[src/rtl/wp_pkg.sv]
package wp_pkg;
  typedef enum logic {
    MST_CPU = 1'b0,
    MST_ACC = 1'b1
  } master_e;

  localparam int unsigned NUM_MASTERS = 2;
endpackage

[src/rtl/wp_flag.sv]
module wp_flag (
  input  logic clk,
  input  logic rst,
  input  logic open_i,
  input  logic close_i,
  output logic unlocked_o
);
  always_ff @(posedge clk) begin
    if (rst)          unlocked_o <= 1'b0;
    else if (close_i) unlocked_o <= 1'b0;
    else if (open_i)  unlocked_o <= 1'b1;
  end
endmodule

[src/rtl/wp_lane.sv]
module wp_lane #(
  parameter int unsigned NREG = 8,
  parameter int unsigned AW   = 4
) (
  input  logic            fire_i,
  input  logic [AW-1:0]   addr_i,
  input  logic [NREG-1:0] prot_map_i,
  input  logic            unlocked_i,
  output logic [NREG-1:0] grant_oh_o,
  output logic            refused_o
);
  logic [NREG-1:0] hit_oh;
  logic            guarded;
  logic            allow;

  for (genvar i = 0; i < NREG; i++) begin : g_dec
    assign hit_oh[i] = fire_i && (addr_i == AW'(i));
  end

  assign guarded    = |(hit_oh & prot_map_i);
  assign allow      = !guarded || unlocked_i;
  assign grant_oh_o = allow ? hit_oh : '0;
  assign refused_o  = guarded && !unlocked_i;
endmodule

[src/rtl/wp_gate.sv]
module wp_gate #(
  parameter int unsigned NREG = 8,
  parameter int unsigned AW   = 4,
  parameter int unsigned DW   = 16
) (
  input  logic               clk,
  input  logic               rst,
  input  logic [NREG-1:0]    prot_map,
  input  logic               cpu_open,
  input  logic               cpu_close,
  input  logic               acc_open,
  input  logic               acc_close,
  input  logic               cpu_wr_valid,
  output logic               cpu_wr_ready,
  input  logic [AW-1:0]      cpu_wr_addr,
  input  logic [DW-1:0]      cpu_wr_data,
  input  logic               acc_wr_valid,
  output logic               acc_wr_ready,
  input  logic [AW-1:0]      acc_wr_addr,
  input  logic [DW-1:0]      acc_wr_data,
  output logic [NREG-1:0]    reg_we,
  output logic [NREG*DW-1:0] reg_wdata,
  output logic               blk_cpu,
  output logic               blk_acc
);
  import wp_pkg::*;

  localparam int unsigned NM = NUM_MASTERS;

  logic [NM-1:0]   open_v, close_v, fire_v, flag_q, refused_v;
  logic [AW-1:0]   addr_v [NM];
  logic [NREG-1:0] grant_v [NM];
  logic            clash;

  assign clash        = cpu_wr_valid && acc_wr_valid && (cpu_wr_addr == acc_wr_addr);
  assign cpu_wr_ready = 1'b1;
  assign acc_wr_ready = !clash;

  assign open_v[MST_CPU]  = cpu_open;
  assign open_v[MST_ACC]  = acc_open;
  assign close_v[MST_CPU] = cpu_close;
  assign close_v[MST_ACC] = acc_close;
  assign fire_v[MST_CPU]  = cpu_wr_valid && cpu_wr_ready;
  assign fire_v[MST_ACC]  = acc_wr_valid && acc_wr_ready;
  assign addr_v[MST_CPU]  = cpu_wr_addr;
  assign addr_v[MST_ACC]  = acc_wr_addr;

  for (genvar m = 0; m < NM; m++) begin : g_mst
    wp_flag flag_i (
      .clk        (clk),
      .rst        (rst),
      .open_i     (open_v[m]),
      .close_i    (close_v[m]),
      .unlocked_o (flag_q[m])
    );
    wp_lane #(.NREG(NREG), .AW(AW)) lane_i (
      .fire_i     (fire_v[m]),
      .addr_i     (addr_v[m]),
      .prot_map_i (prot_map),
      .unlocked_i (flag_q[m]),
      .grant_oh_o (grant_v[m]),
      .refused_o  (refused_v[m])
    );
  end

  for (genvar i = 0; i < NREG; i++) begin : g_reg
    always_ff @(posedge clk) begin
      if (rst) begin
        reg_we[i]            <= 1'b0;
        reg_wdata[i*DW +: DW] <= '0;
      end else begin
        reg_we[i] <= grant_v[MST_CPU][i] || grant_v[MST_ACC][i];
        if (grant_v[MST_CPU][i])      reg_wdata[i*DW +: DW] <= cpu_wr_data;
        else if (grant_v[MST_ACC][i]) reg_wdata[i*DW +: DW] <= acc_wr_data;
      end
    end
  end

  always_ff @(posedge clk) begin
    if (rst) begin
      blk_cpu <= 1'b0;
      blk_acc <= 1'b0;
    end else begin
      blk_cpu <= refused_v[MST_CPU];
      blk_acc <= refused_v[MST_ACC];
    end
  end
endmodule

[config.mk]
export PLATFORM = sky130hd
export DESIGN_NAME = wp_gate
export DESIGN_NICKNAME = d
export VERILOG_FILES = /design/src/rtl/wp_pkg.sv /design/src/rtl/wp_flag.sv /design/src/rtl/wp_lane.sv /design/src/rtl/wp_gate.sv
export SDC_FILE = /design/constraint.sdc
export NUM_CORES = 1
export LEC_CHECK = 0
export ABC_CLOCK_PERIOD_IN_PS = 5500
export BUFFER_PORTS_ARGS = -buffer_cell sky130_fd_sc_hd__buf_2
export CELL_PAD_IN_SITES_DETAIL_PLACEMENT = 1
export CELL_PAD_IN_SITES_GLOBAL_PLACEMENT = 2
export CORE_MARGIN = 5
export CORE_UTILIZATION = 36
export DETAILED_ROUTE_END_ITERATION = 12
export HOLD_SLACK_MARGIN = 0.08
export PLACE_DENSITY = 0.95
export SLEW_MARGIN = 20
export SYNTH_ARGS = -nofsm -noshare
export SYNTH_HDL_FRONTEND = slang
export SYNTH_HIERARCHICAL = 1
export SYNTH_SLANG_ARGS = --single-unit
[constraint.sdc]
create_clock -name clk -period 5.5 [get_ports clk]
set_input_delay 0.825 -clock clk [delete_from_list [all_inputs] [get_ports clk]]
set_output_delay 0.825 -clock clk [all_outputs]
set_load 0.1 [all_outputs]
# ---- After elaboration in Yosys (flattened, before gate mapping)
# Cells that the tools add are included.
dict set report totals {
  output_inout_bits 140
  regBits 140
  word_cells 105
  inputBits 56
}
dict set report classes {
  eq_ne 15
  bitwise_logic 2
  n_mux 18
  n_reduce_logical 50
}
# op count
set ops {}
lappend ops {{16-bit two-way mux} 16}
lappend ops {{4-bit by 3-bit == test with 1-bit output (second input constant)} 8}
lappend ops {{1-bit logical AND} 21}
lappend ops {{8-bit bitwise AND} 2}
lappend ops {{4-bit by 2-bit == test with 1-bit output (second input constant)} 4}
lappend ops {{8-bit two-way mux} 2}
lappend ops {{2-bit nonzero test} 8}
lappend ops {{8-bit OR reduction} 2}
lappend ops {{1-bit logical OR} 10}
lappend ops {{4-bit by 1-bit == test with 1-bit output (second input constant)} 2}
lappend ops {{4-bit zero test} 2}
lappend ops {{1-bit zero test} 5}
lappend ops {{4-bit == test} 1}
lappend ops {{2-bit OR reduction} 2}

# ---- Logic depth before layout (Yosys ltp)
dict set report depth {
  word_depth 12
  ltp_mapped 10
  mapped_depth_nobuf 8
}

# ---- Modules after synthesis
# Netlist, hierarchy kept.
# mod instances area_per_inst_um2 cells_per_inst seq_area_each_um2
set modules_own_cells {}
lappend modules_own_cells {wp_gate 1 7026.7 613 2762.6}
lappend modules_own_cells {wp_lane 2 180.2 18 0.0}
lappend modules_own_cells {wp_flag 2 33.8 3 20.0}

# ---- Worst setup path before layout
# No wires, ideal clock.
dict set report synth_timing {
  kind {input to register}
  start {input port cpu_wr_addr[1]}
  end {register reg_wdata[10]}
  path_buffers 2
  setup_slack_ns 2.459
  path_stages 10
  required_time_ns 5.372
  setup_time_ns 0.128
  arrival_time_ns 2.914
  cell_sequence {xnor2_1 and2_1 a21boi_0 or3b_4 a2111oi_1 buf_6 buf_12 mux2_4 mux2i_1 nor2_1}
}
# item line_no
set synth_rtl {}
lappend synth_rtl {{from (decl)} wp_gate.sv:15} ;# input logic [AW-1:0] cpu_wr_addr,
lappend synth_rtl {{to (signal, indexed assignment)} wp_gate.sv:73} ;# if (grant_v[MST_CPU][i]) reg_wdata[i*DW +: DW] <= cpu_wr_data;
lappend synth_rtl {{to (signal, indexed assignment)} wp_gate.sv:74} ;# else if (grant_v[MST_ACC][i]) reg_wdata[i*DW +: DW] <= acc_wr_data;
lappend synth_rtl {{to (decl)} wp_gate.sv:22} ;# output logic [NREG*DW-1:0] reg_wdata,

==> results_dict.tcl <==
set metrics [dict create \
    whs_endpoint "g_mst[0].flag_i/unlocked_o" \
    cp-start-kind "input pin" \
    mostFrequentLayoutCells "193 x buf_2, 146 x nor2_1, 140 x dfxtp_1, 130 x mux2i_1, 72 x mux2_4" \
    cp_max_fo 9 \
    holdPathStages 2 \
    area_growth_syn_to_layout_pct 20.7 \
    ff2ff_path_depth 6 \
    cts-root-buf "clkbuf_16" \
    hold_class "reg -> reg" \
    yosysSeqAreaShare_pct 37.6 \
    max-vdd-ir-drop_v 0.000202 \
    setup_viol 0 \
    fp.dieH_um 154 \
    grt_max_degree 91 \
    dpl.cell_count 1072 \
    io_pins 196 \
    post-route-min-period_ns 3.19 \
    grtUsageTotal_pct 19.9 \
    hold_viol 0 \
    postCtsHoldBufs 0 \
    wl_mm 24.0 \
    cts_buffer_depth 2 \
    p_per_area_mw_per_mm2 281 \
    drv_slew 0 \
    final_cells 1105 \
    utilization_pct 44.3 \
    first_iter_violations 182 \
    cts_tree "built" \
    cellLeakagePower_nw 3.81 \
    io_buffers 194 \
    grt_pass1_wl_mm 36.4 \
    path_clk_slew_ns 0.06 \
    avgRoutedWirePerCell_um 21.8 \
    gp_congestion 0.891 \
    skew_ns 0.0100 \
    max_slew_margin_pct 32.7 \
    final_nets 877 \
    ys_ff_latch 140 \
    syn-cell-area_mm2 0.00745 \
    worstHoldStart "g_mst[0].flag_i/unlocked_o" \
    synthesis.nets 711 \
    reg2reg_slack_ns 3.15 \
    timing.setup.tns_ns 0 \
    clock-sinks 140 \
    end_kind "flop" \
    max_freq_mhz 314 \
    grt.overflow.total 0 \
    synth_cells 655 \
    fp.dieW_um 154 \
    final_common_cell "buf_2" \
    r2r_start "g_mst[1].flag_i/unlocked_o" \
    cp.arrival_ns 3.46 \
    synthDistinctLibCells 30 \
    core.rowCount 52 \
    insertion_delay_ns 0.43 \
    critical_path.max_stage_delay_ns 0.52 \
    maxCapViolCount 0 \
    dr.pass1.iters 5 \
    avgSynthCellArea_um2 11.4 \
    core_mm2 0.0203 \
    hpwlAfterDp_mm 16.3 \
    drtAntennaViolNets 0 \
    drive_gt1_share_pct 47.1 \
    critical_path_class "in -> reg" \
    path_cells "buf_2, xnor2_1, and2_1, a21boi_0, or3b_4, a211oi_4, buf_4, mux2_4, mux2i_1, nor2_1" \
    rsz0062_at_grt "no" \
    totalPowerFinal_mw 2.53 \
    remaining_drc_errors 0 \
    start_util_pct 36.7 \
    path_buf_inv 2 \
    critPathTopFamily "compound AO/OA/AOI/OAI gates" \
    grt_pass1_vias 6039 \
    grt_antenna_before_repair 1 \
    critPathRequiredTime_ns 5.77 \
    period_share_pct 58.0 \
    h-tree-depth 4 \
    die-area_mm2 0.0237 \
    timing.rr.end "reg_wdata[38]" \
    worst_pin_slew_ns 1.01 \
    postCtsResizedCells 0 \
    cts_setup_buffers 0 \
    cpMaxStageDelayCell "a211oi_4" \
    yosysWarnings 6 \
    vias 5563 \
    vias_per_cell 5.03 \
    status "completed" \
    cts_buffers 17 \
]
==> logic make-up after synthesis <==
| group | synth area share [%] |
|---|---|
| AO/OA/AOI/OAI | 1.81 |
| multiplexers | 41.8 |
| XOR/XNOR | 0.470 |
| other | 0.0503 |
| AND/OR/NAND/NOR | 9.35 |
| buffers and inverters | 8.90 |
| flip-flops | 37.6 |
==> worst register-to-register path, cell delays in order (launching register included) <==
cell and delay, ns:
dfxtp_1 0.39, inv_1 0.31, a211oi_4 0.62, buf_4 0.36
mux2_4 0.33, mux2i_1 0.13, nor2_1 0.05
==> how the worst max path moves through the flow <==
| stage | from | end | cells past startpoint |
|---|---|---|---|
| floorplan | cpu_wr_addr[1] | reg_wdata[10] | 10 |
| CTS | acc_wr_addr[1] | reg_wdata[40] | 10 |
| global route | acc_wr_addr[1] | reg_wdata[45] | 10 |
| global placement | acc_wr_addr[1] | reg_wdata[40] | 10 |
| detailed placement | acc_wr_addr[1] | reg_wdata[40] | 10 |
| finish | acc_wr_addr[1] | reg_wdata[38] | 10 |
==> synth_stat cells <==
library cell	instances	share of area [%]
dfxtp_1	140	38
nand2b_1	4	0.34
mux2i_1	130	17
inv_1	2	0.10
nand3b_1	2	0.20
mux2_2	56	8.5
nor3_2	2	0.27
xnor2_1	1	0.12
and2_1	1	0.084
nor4b_2	2	0.40
nor3_1	1	0.067
buf_6	8	1.2
a21boi_0	1	0.10
buf_4	9	0.91
nand3_1	1	0.067
buf_12	19	5.1
xor2_1	3	0.35
a2111oi_0	2	0.24
conb_1	1	0.050
clkbuf_1	17	0.86
or3b_4	2	0.30
mux4_1	4	1.4
mux2_4	72	15
a211oi_1	12	1.2
nor2_1	146	7.4
nor2b_1	2	0.17
a2111oi_1	2	0.27
buf_1	1	0.050
nand2_1	2	0.10
buf_2	10	0.67
==> state kept, by name, summed over array words and instances (netlist names) <==
register / cells
blk_cpu: 1
g_mst.flag_i/unlocked_o: 2
blk_acc: 1
reg_wdata: 128
reg_we: 8
==> where the power goes <==
part	leakage, nW	internal, mW	switching (mW)
sequential	1.13	1.03	0.00938
clock	0.286	0.654	0.506
combinational	2.39	0.0844	0.248
==> through the flow <==
step | setup WS, ns | area (um^2) | hold slack (ns)
2_1_floorplan | 2.46 | 7450 | 0.512
3_3_place_gp | 1.89 | 8410 | 0.543
3_5_place_dp | 1.85 | 8410 | 0.548
4_1_cts | 2.30 | 9000 | 0.548
5_1_grt | 2.13 | 9000 | 0.549
6_report | 2.31 | 9000 | 0.556
==> metal layers <==
layer	vias to the layer above	routed length, um	GRT usage [%]
li1	2595	-	-
met1	2802	10100	23.3
met2	138	12200	35.4
met3	28	1190	5.14
met4	0	490	6.48
met5	-	0	0
==> layout make-up <==
cell class / count / area, um^2
Inverter: 2 / 7.51
Clock buffer: 18 / 439
Clock inverter: 14 / 148
Tap cell: 270 / 338
Antenna cell: 1 / 2.50
Sequential cell: 140 / 2800
Timing Repair Buffer: 211 / 1100
Fill cell: 2303 / 11300
Multi-Input combinational cell: 449 / 4160
Note: power is estimated with default switching activity, not from simulation.
